$ cat src/rtl/farcall_pkg.sv
package farcall_pkg;
    typedef enum logic [3:0] {
        S_IDLE,
        S_RD_AH,
        S_RD_AL,
        S_RD_PG,
        S_SWAP,
        S_PUSH_L,
        S_PUSH_H,
        S_PUSH_P,
        S_PULL_P,
        S_PULL_H,
        S_PULL_L,
        S_SET_PG,
        S_JUMP
    } seq_state_t;
endpackage

$ cat src/rtl/page_xlate.sv
module page_xlate #(
    parameter int ADDR_W  = 16,
    parameter int PAGE_W  = 8,
    parameter int WIN_W   = 14,
    parameter int WIN_SEL = 2
) (
    input  logic [ADDR_W-1:0]          loc_addr,
    input  logic [PAGE_W-1:0]          page,
    output logic [PAGE_W+WIN_W:0]      phys_addr
);
    localparam int PHYS_W = PAGE_W + WIN_W + 1;
    localparam int SEL_W  = ADDR_W - WIN_W;

    logic in_win;

    always_comb begin
        in_win = (loc_addr[ADDR_W-1:WIN_W] == SEL_W'(WIN_SEL));
        if (in_win)
            phys_addr = {1'b1, page, loc_addr[WIN_W-1:0]};
        else
            phys_addr = PHYS_W'(loc_addr);
    end


    always_comb begin
        win_flag_chk: assert ((loc_addr >= ADDR_W'(WIN_SEL << WIN_W)) &&
                              (loc_addr <  ADDR_W'((WIN_SEL + 1) << WIN_W))
                              ? phys_addr[PHYS_W-1] : (phys_addr[ADDR_W-1:0] == loc_addr));
    end
endmodule

$ cat src/rtl/farcall_ctrl.sv
module farcall_ctrl
    import farcall_pkg::*;
#(
    parameter int ADDR_W = 16,
    parameter int PAGE_W = 8
) (
    input  logic              clk,
    input  logic              rst_n,
    input  logic              call_go,
    input  logic              rtc_go,
    input  logic              ind_mode,
    input  logic [PAGE_W-1:0] tgt_page,
    input  logic [ADDR_W-1:0] tgt_addr,
    input  logic [ADDR_W-1:0] ret_addr,
    input  logic [ADDR_W-1:0] ptr_addr,
    input  logic [ADDR_W-1:0] sp_in,
    input  logic [7:0]        mem_rdata,
    output logic              mem_req,
    output logic              mem_we,
    output logic [ADDR_W-1:0] mem_addr,
    output logic [7:0]        mem_wdata,
    output logic [ADDR_W-1:0] sp_out,
    output logic              sp_wr,
    output logic [ADDR_W-1:0] pc_out,
    output logic              pc_load,
    output logic              refill_req,
    output logic [PAGE_W-1:0] page_q,
    output logic              busy
);
    localparam int HB = ADDR_W / 2;

    seq_state_t        state, nxt;
    logic [PAGE_W-1:0] tmp_pg, new_pg;
    logic [ADDR_W-1:0] addr_r, ret_r, sp_r, ptr_r;
    logic              dir_call;

    // state register
    always_ff @(posedge clk or negedge rst_n) begin
        if (!rst_n) state <= S_IDLE;
        else        state <= nxt;
    end

    always_comb begin
        nxt = state;
        unique case (state)
            S_IDLE: begin
                if (call_go)     nxt = ind_mode ? S_RD_AH : S_SWAP;
                else if (rtc_go) nxt = S_PULL_P;
            end
            S_RD_AH:  nxt = S_RD_AL;
            S_RD_AL:  nxt = S_RD_PG;
            S_RD_PG:  nxt = S_SWAP;
            S_SWAP:   nxt = S_PUSH_L;
            S_PUSH_L: nxt = S_PUSH_H;
            S_PUSH_H: nxt = S_PUSH_P;
            S_PUSH_P: nxt = S_JUMP;
            S_PULL_P: nxt = S_PULL_H;
            S_PULL_H: nxt = S_PULL_L;
            S_PULL_L: nxt = S_SET_PG;
            S_SET_PG: nxt = S_JUMP;
            S_JUMP:   nxt = S_IDLE;
            default:  nxt = S_IDLE;
        endcase
    end

    // datapath registers
    always_ff @(posedge clk or negedge rst_n) begin
        if (!rst_n) begin
            page_q   <= '0;
            tmp_pg   <= '0;
            new_pg   <= '0;
            addr_r   <= '0;
            ret_r    <= '0;
            sp_r     <= '0;
            ptr_r    <= '0;
            dir_call <= 1'b0;
        end else begin
            unique case (state)
                S_IDLE: begin
                    if (call_go) begin
                        new_pg   <= tgt_page;
                        addr_r   <= tgt_addr;
                        ret_r    <= ret_addr;
                        ptr_r    <= ptr_addr;
                        sp_r     <= sp_in;
                        dir_call <= 1'b1;
                    end else if (rtc_go) begin
                        sp_r     <= sp_in;
                        dir_call <= 1'b0;
                    end
                end
                S_RD_AH:  addr_r[ADDR_W-1:HB] <= mem_rdata;
                S_RD_AL:  addr_r[HB-1:0]      <= mem_rdata;
                S_RD_PG:  new_pg              <= mem_rdata;
                S_SWAP: begin
                    tmp_pg <= page_q;
                    page_q <= new_pg;
                end
                S_PULL_P: tmp_pg              <= mem_rdata;
                S_PULL_H: addr_r[ADDR_W-1:HB] <= mem_rdata;
                S_PULL_L: addr_r[HB-1:0]      <= mem_rdata;
                S_SET_PG: page_q              <= tmp_pg;
                default: ;
            endcase
        end
    end

    // outputs
    always_comb begin
        mem_req    = 1'b0;
        mem_we     = 1'b0;
        mem_addr   = '0;
        mem_wdata  = '0;
        sp_wr      = 1'b0;
        pc_load    = 1'b0;
        refill_req = 1'b0;
        sp_out     = dir_call ? sp_r - ADDR_W'(3) : sp_r + ADDR_W'(3);
        pc_out     = addr_r;
        busy       = (state != S_IDLE);
        unique case (state)
            S_RD_AH:  begin mem_req = 1'b1; mem_addr = ptr_r; end
            S_RD_AL:  begin mem_req = 1'b1; mem_addr = ptr_r + ADDR_W'(1); end
            S_RD_PG:  begin mem_req = 1'b1; mem_addr = ptr_r + ADDR_W'(2); end
            S_PUSH_L: begin
                mem_req = 1'b1; mem_we = 1'b1;
                mem_addr = sp_r - ADDR_W'(1); mem_wdata = ret_r[HB-1:0];
            end
            S_PUSH_H: begin
                mem_req = 1'b1; mem_we = 1'b1;
                mem_addr = sp_r - ADDR_W'(2); mem_wdata = ret_r[ADDR_W-1:HB];
            end
            S_PUSH_P: begin
                mem_req = 1'b1; mem_we = 1'b1;
                mem_addr = sp_r - ADDR_W'(3); mem_wdata = 8'(tmp_pg);
            end
            S_PULL_P: begin mem_req = 1'b1; mem_addr = sp_r; end
            S_PULL_H: begin mem_req = 1'b1; mem_addr = sp_r + ADDR_W'(1); end
            S_PULL_L: begin mem_req = 1'b1; mem_addr = sp_r + ADDR_W'(2); end
            S_JUMP: begin
                sp_wr = 1'b1; pc_load = 1'b1; refill_req = 1'b1;
            end
            default: ;
        endcase
    end


    busy_hold_chk: assert property (@(posedge clk) disable iff (!rst_n)
        busy && !pc_load |=> busy);

    start_cmd_chk: assert property (@(posedge clk) disable iff (!rst_n)
        $rose(busy) |-> $past(call_go || rtc_go));

    page_idle_chk: assert property (@(posedge clk) disable iff (!rst_n)
        !busy |=> $stable(page_q));

    write_busy_chk: assert property (@(posedge clk) disable iff (!rst_n)
        mem_we |-> (mem_req && busy && !pc_load));

    sp_done_chk: assert property (@(posedge clk) disable iff (!rst_n)
        sp_wr |=> !busy);
endmodule

$ cat src/rtl/farcall_seq.sv
module farcall_seq #(
    parameter int ADDR_W = 16,
    parameter int PAGE_W = 8,
    parameter int WIN_W  = 14
) (
    input  logic                    clk,
    input  logic                    rst_n,
    input  logic                    call_go,
    input  logic                    rtc_go,
    input  logic                    ind_mode,
    input  logic [PAGE_W-1:0]       tgt_page,
    input  logic [ADDR_W-1:0]       tgt_addr,
    input  logic [ADDR_W-1:0]       ret_addr,
    input  logic [ADDR_W-1:0]       ptr_addr,
    input  logic [ADDR_W-1:0]       sp_in,
    input  logic [7:0]              mem_rdata,
    output logic                    mem_req,
    output logic                    mem_we,
    output logic [ADDR_W-1:0]       mem_addr,
    output logic [7:0]              mem_wdata,
    output logic [ADDR_W-1:0]       sp_out,
    output logic                    sp_wr,
    output logic [ADDR_W-1:0]       pc_out,
    output logic                    pc_load,
    output logic                    refill_req,
    output logic [PAGE_W-1:0]       page_out,
    output logic                    busy,
    input  logic [ADDR_W-1:0]       loc_addr,
    output logic [PAGE_W+WIN_W:0]   phys_addr
);
    localparam int WIN_SEL = 2;

    farcall_ctrl #(.ADDR_W(ADDR_W), .PAGE_W(PAGE_W)) u_ctrl (
        .clk        (clk),
        .rst_n      (rst_n),
        .call_go    (call_go),
        .rtc_go     (rtc_go),
        .ind_mode   (ind_mode),
        .tgt_page   (tgt_page),
        .tgt_addr   (tgt_addr),
        .ret_addr   (ret_addr),
        .ptr_addr   (ptr_addr),
        .sp_in      (sp_in),
        .mem_rdata  (mem_rdata),
        .mem_req    (mem_req),
        .mem_we     (mem_we),
        .mem_addr   (mem_addr),
        .mem_wdata  (mem_wdata),
        .sp_out     (sp_out),
        .sp_wr      (sp_wr),
        .pc_out     (pc_out),
        .pc_load    (pc_load),
        .refill_req (refill_req),
        .page_q     (page_out),
        .busy       (busy)
    );

    page_xlate #(.ADDR_W(ADDR_W), .PAGE_W(PAGE_W), .WIN_W(WIN_W), .WIN_SEL(WIN_SEL)) u_xlate (
        .loc_addr  (loc_addr),
        .page      (page_out),
        .phys_addr (phys_addr)
    );
endmodule

$ cat config.mk
export PLATFORM = sky130hd
export DESIGN_NAME = farcall_seq
export DESIGN_NICKNAME = d
export VERILOG_FILES = /design/src/rtl/farcall_pkg.sv /design/src/rtl/page_xlate.sv /design/src/rtl/farcall_ctrl.sv /design/src/rtl/farcall_seq.sv
export SDC_FILE = /design/constraint.sdc
export NUM_CORES = 1
export LEC_CHECK = 0
export BUFFER_PORTS_ARGS = -buffer_cell sky130_fd_sc_hd__buf_2
export CORE_MARGIN = 2
export CORE_UTILIZATION = 25
export CTS_CLUSTER_DIAMETER = 40
export DETAILED_ROUTE_END_ITERATION = 10
export HOLD_SLACK_MARGIN = 0.03
export PLACE_DENSITY = 0.51
export SYNTH_ARGS = -nofsm -noshare
export SYNTH_HDL_FRONTEND = slang
export SYNTH_SLANG_ARGS = --single-unit
$ cat constraint.sdc
create_clock -name clk -period 3.1 [get_ports clk]
set_input_delay 0.155 -clock clk [delete_from_list [all_inputs] [get_ports clk]]
set_output_delay 0.155 -clock clk [all_outputs]
set_load 0.05 [all_outputs]
==> results by group <==
Run status
  – Status: complete, no violations

Timing
  – Endpoints failing setup: 0
  – Hold Vio Cnt, Final: 0
  – RSZ-0062 raised after global routing: yes
  – Final Critical Period: 3020 ps
  – Slew @ Worst Pin: 658 ps
  – F_max: 331 MHz
  – Final slew viol count: 0
  – Worst slew margin: 0.560
  – Skew final: 9.96 ps
  – WHS: 41.7 ps
  – Final Cycle Share: 0.973

Critical path
  – Startpoint Class: register
  – Max Fanout on Critical Path: 7
  – Worst EP arrival: 2860 ps
  – CP required: 2940 ps
  – Setup slack, reg-to-reg: 670 ps
  – Critical path type: register to output port
  – Critical path endpoint category: output port

Detailed routing
  – Vias per inst: 5.22
  – Total wire length: 30600 µm
  – Routed WL per cell: 19.6 µm
  – ANT nets after route: 0
  – Iter 0 DRT Violations: 763
  – Residual DRC: 0
  – DR vias: 8169
  – Pre-antenna DRT Iters: 7

Global route
  – Largest net degree at the start of global routing: 44
  – Gr ovfl total: 0
  – Vias in the first global route: 7775
  – Initial antenna violation count: 2
  – First-pass GRT wire length: 46800 µm
  – Global-route total usage across every layer: 0.196

Flow run
  – MaxCap Viol Count: 0

Logic synthesis
  – Ys flop type: dfrtp_1
  – Flip-flop and latch count after synthesis: 93
  – Yosys warnings: 0
  – Share of the synthesized area in the top cell type: 0.317
  – Syn nets: 1059
  – Ys async rst share: 1.00
  – Mapped Cells: 949
  – Synth area leader: dfrtp_1
  – Most common cell in the netlist: nand2_1
  – Post-synthesis sequential area ratio: 0.317
  – Synth unique cells: 68
  – Synthesized cell area: 7330 µm²
  – Post-synth EDFFs: 0
  – Commonest cells post-synth: 209 x nand2_1, 93 x dfrtp_1, 61 x o21ai_0, 60 x clkbuf_1, 58 x nor2_1
  – Syn_area_per_cell: 7.73 µm²
  – Largest cells by area after synthesis: dfrtp_1 32%, nand2_1 11%, mux2i_1 4.9%, o21ai_0 4.2%, xnor2_1 3.6%

Place
  – Cell Area, Placed: 8930 µm²
  – I/O Buffers: 165
  – Gpl congestion: 0.994
  – DPL Wire Length: 22900 µm

Worst hold path
  – Min-Delay Path Class: input pin to register

Power
  – Lkg Pwr: 4.57 nW
  – Peak supply drop: 0.000521 V
  – Power per cell area: 1230 nW/µm²

Cells and area
  – Post-route cell area: 10100 µm²
  – Layout cells sized above 1: 0.293
  – Multi-input logic area: 4690 µm²
  – Reg area: 2330 µm²
  – Synth-to-Final Area Change: 37.4%
  – Filler cells: 3065
  – Layout Nets: 1284

Clock tree
  – Num CTS Buffers: 9
  – CTS H-tree lvls: 3
  – Bufs on Longest Clock Path: 2
  – CTS root buffer: clkbuf_16
  – Clock Sinks: 93
  – CTS tree: built
  – Clk pin slew, worst setup/hold paths: 80 ps
  – Worst skew pair latency: 370 ps

Floorplan
  – Die W: 175 µm
  – Die Height: 175 µm
  – Starting density of the core: 0.255
  – IO Count: 194
  – Die ar.: 30700 µm²
  – Rows: 62
  – Core area: 28800 µm²
==> routing by layer <==
layer  vias up  track usage  wire length [µm]
li1       3807            -                 -
met1      3866        0.269             13700
met2       432        0.309             13500
met3        62       0.0452              2560
met4         2       0.0576               865
met5         -            0                13
==> power breakdown <==
group	switching (W)	internal [W]	total, W
Sequential	0.000706	0.00180	0.00251
Clock	0.000624	0.000573	0.00120
Combinational	0.00576	0.00290	0.00866
==> through the flow <==
stage | power, W | TNS, ps | util | cells | worst slack (ps)
final | 0.0124 | 0 | 0.350 | 1565 | 82.9
after global routing | 0.0131 | -190 | 0.350 | 1563 | -72.0
after CTS | 0.0121 | 0 | 0.341 | 1550 | 0.250
after detailed placement | 0.0107 | 0 | 0.310 | 1480 | 261
after global placement | 0.0107 | 0 | 0.310 | 1480 | 298
after floorplan | 0.00798 | 0 | - | 949 | 3.62
==> final cells by class <==
| class | instances | area share |
|---|---|---|
| antenna | 2 | 0.000497 |
| clock buffer | 9 | 0.0224 |
| clock inverter | 7 | 0.00782 |
| inverter | 16 | 0.00596 |
| multi-input combinational | 741 | 0.466 |
| sequential | 93 | 0.232 |
| tap | 384 | 0.0477 |
| timing repair buffer | 313 | 0.218 |
==> placed cells by master, fill, tap and decap left out, types with 4 or more instances in the layout <==
| cell type | n |
|---|---|
| a211oi_1 | 6 |
| a21boi_0 | 4 |
| a21oi_1 | 28 |
| a22oi_1 | 31 |
| a31oi_1 | 11 |
| a32oi_1 | 6 |
| and2_1 | 11 |
| and3_1 | 5 |
| buf_12 | 6 |
| buf_2 | 158 |
| buf_4 | 89 |
| clkbuf_16 | 10 |
| dfrtp_1 | 88 |
| dfrtp_2 | 5 |
| dlygate4sd3_1 | 54 |
| ha_1 | 5 |
| inv_1 | 14 |
| mux2_2 | 19 |
| mux2i_1 | 36 |
| nand2_1 | 208 |
| nand2b_1 | 5 |
| nand3_1 | 22 |
| nand3_2 | 5 |
| nand4_1 | 12 |
| nor2_1 | 55 |
| nor2b_1 | 5 |
| nor3_1 | 20 |
| nor4_1 | 14 |
| o211ai_1 | 14 |
| o21ai_0 | 57 |
| o22ai_1 | 13 |
| or2_2 | 4 |
| or3_1 | 6 |
| xnor2_1 | 29 |
| xor2_1 | 19 |
==> flip-flops by register name (all words and copies together), names as in the netlist <==
signal / flops
u_ctrl.dir_call: 1
u_ctrl.new_pg: 8
u_ctrl.page_q: 8
u_ctrl.pc_out: 16
u_ctrl.ptr_r: 16
u_ctrl.ret_r: 16
u_ctrl.sp_r: 16
u_ctrl.state: 4
u_ctrl.tmp_pg: 8
==> critical path, cell delays in order (launching register included) <==
cell,delay (ps)
dfrtp_2,420
buf_4,150
or3_4,440
or2_4,320
o21a_1,190
o21ai_1,100
or3b_1,350
a221o_1,310
buf_4,200
==> logic make-up after synthesis <==
kind of cell / after synthesis / synth area share
and+or+nand+nor: 414 / 0.264
AOI/OAI and AO/OA: 212 / 0.192
buffers and inverters: 115 / 0.0715
DFF: 93 / 0.317
muxes: 55 / 0.0783
xor gates and xnor gates: 51 / 0.0609
adders and majority gates: 9 / 0.0154
==> path summary, 6_finish.rpt <==
check	start	endpoint	depth (start not counted)
setup / recovery	u_ctrl.sp_r[3]	mem_addr[10]	8
hold / removal	tgt_page[0]	u_ctrl.new_pg[0]	3
setup reg to reg	u_ctrl.state[1]	u_ctrl.pc_out[4]	7
hold reg to reg	u_ctrl.ret_r[8]	u_ctrl.ret_r[8]	2
max in group asynchronous	rst_n	u_ctrl.ret_r[12]	3
min in group asynchronous	rst_n	u_ctrl.sp_r[10]	2
==> timing repair <==
item / CTS / global route
endpoints found under the hold margin: 93 / 0
gates cloned: 0 / 1
buffers inserted: 0 / 12
hold buffers: 54 / 0
endpoints found under the setup margin: 8 / 15
gates resized for setup: 10 / 39
pin swaps: 0 / 13
No activity file was read; power rests on OpenSTA's default activity.
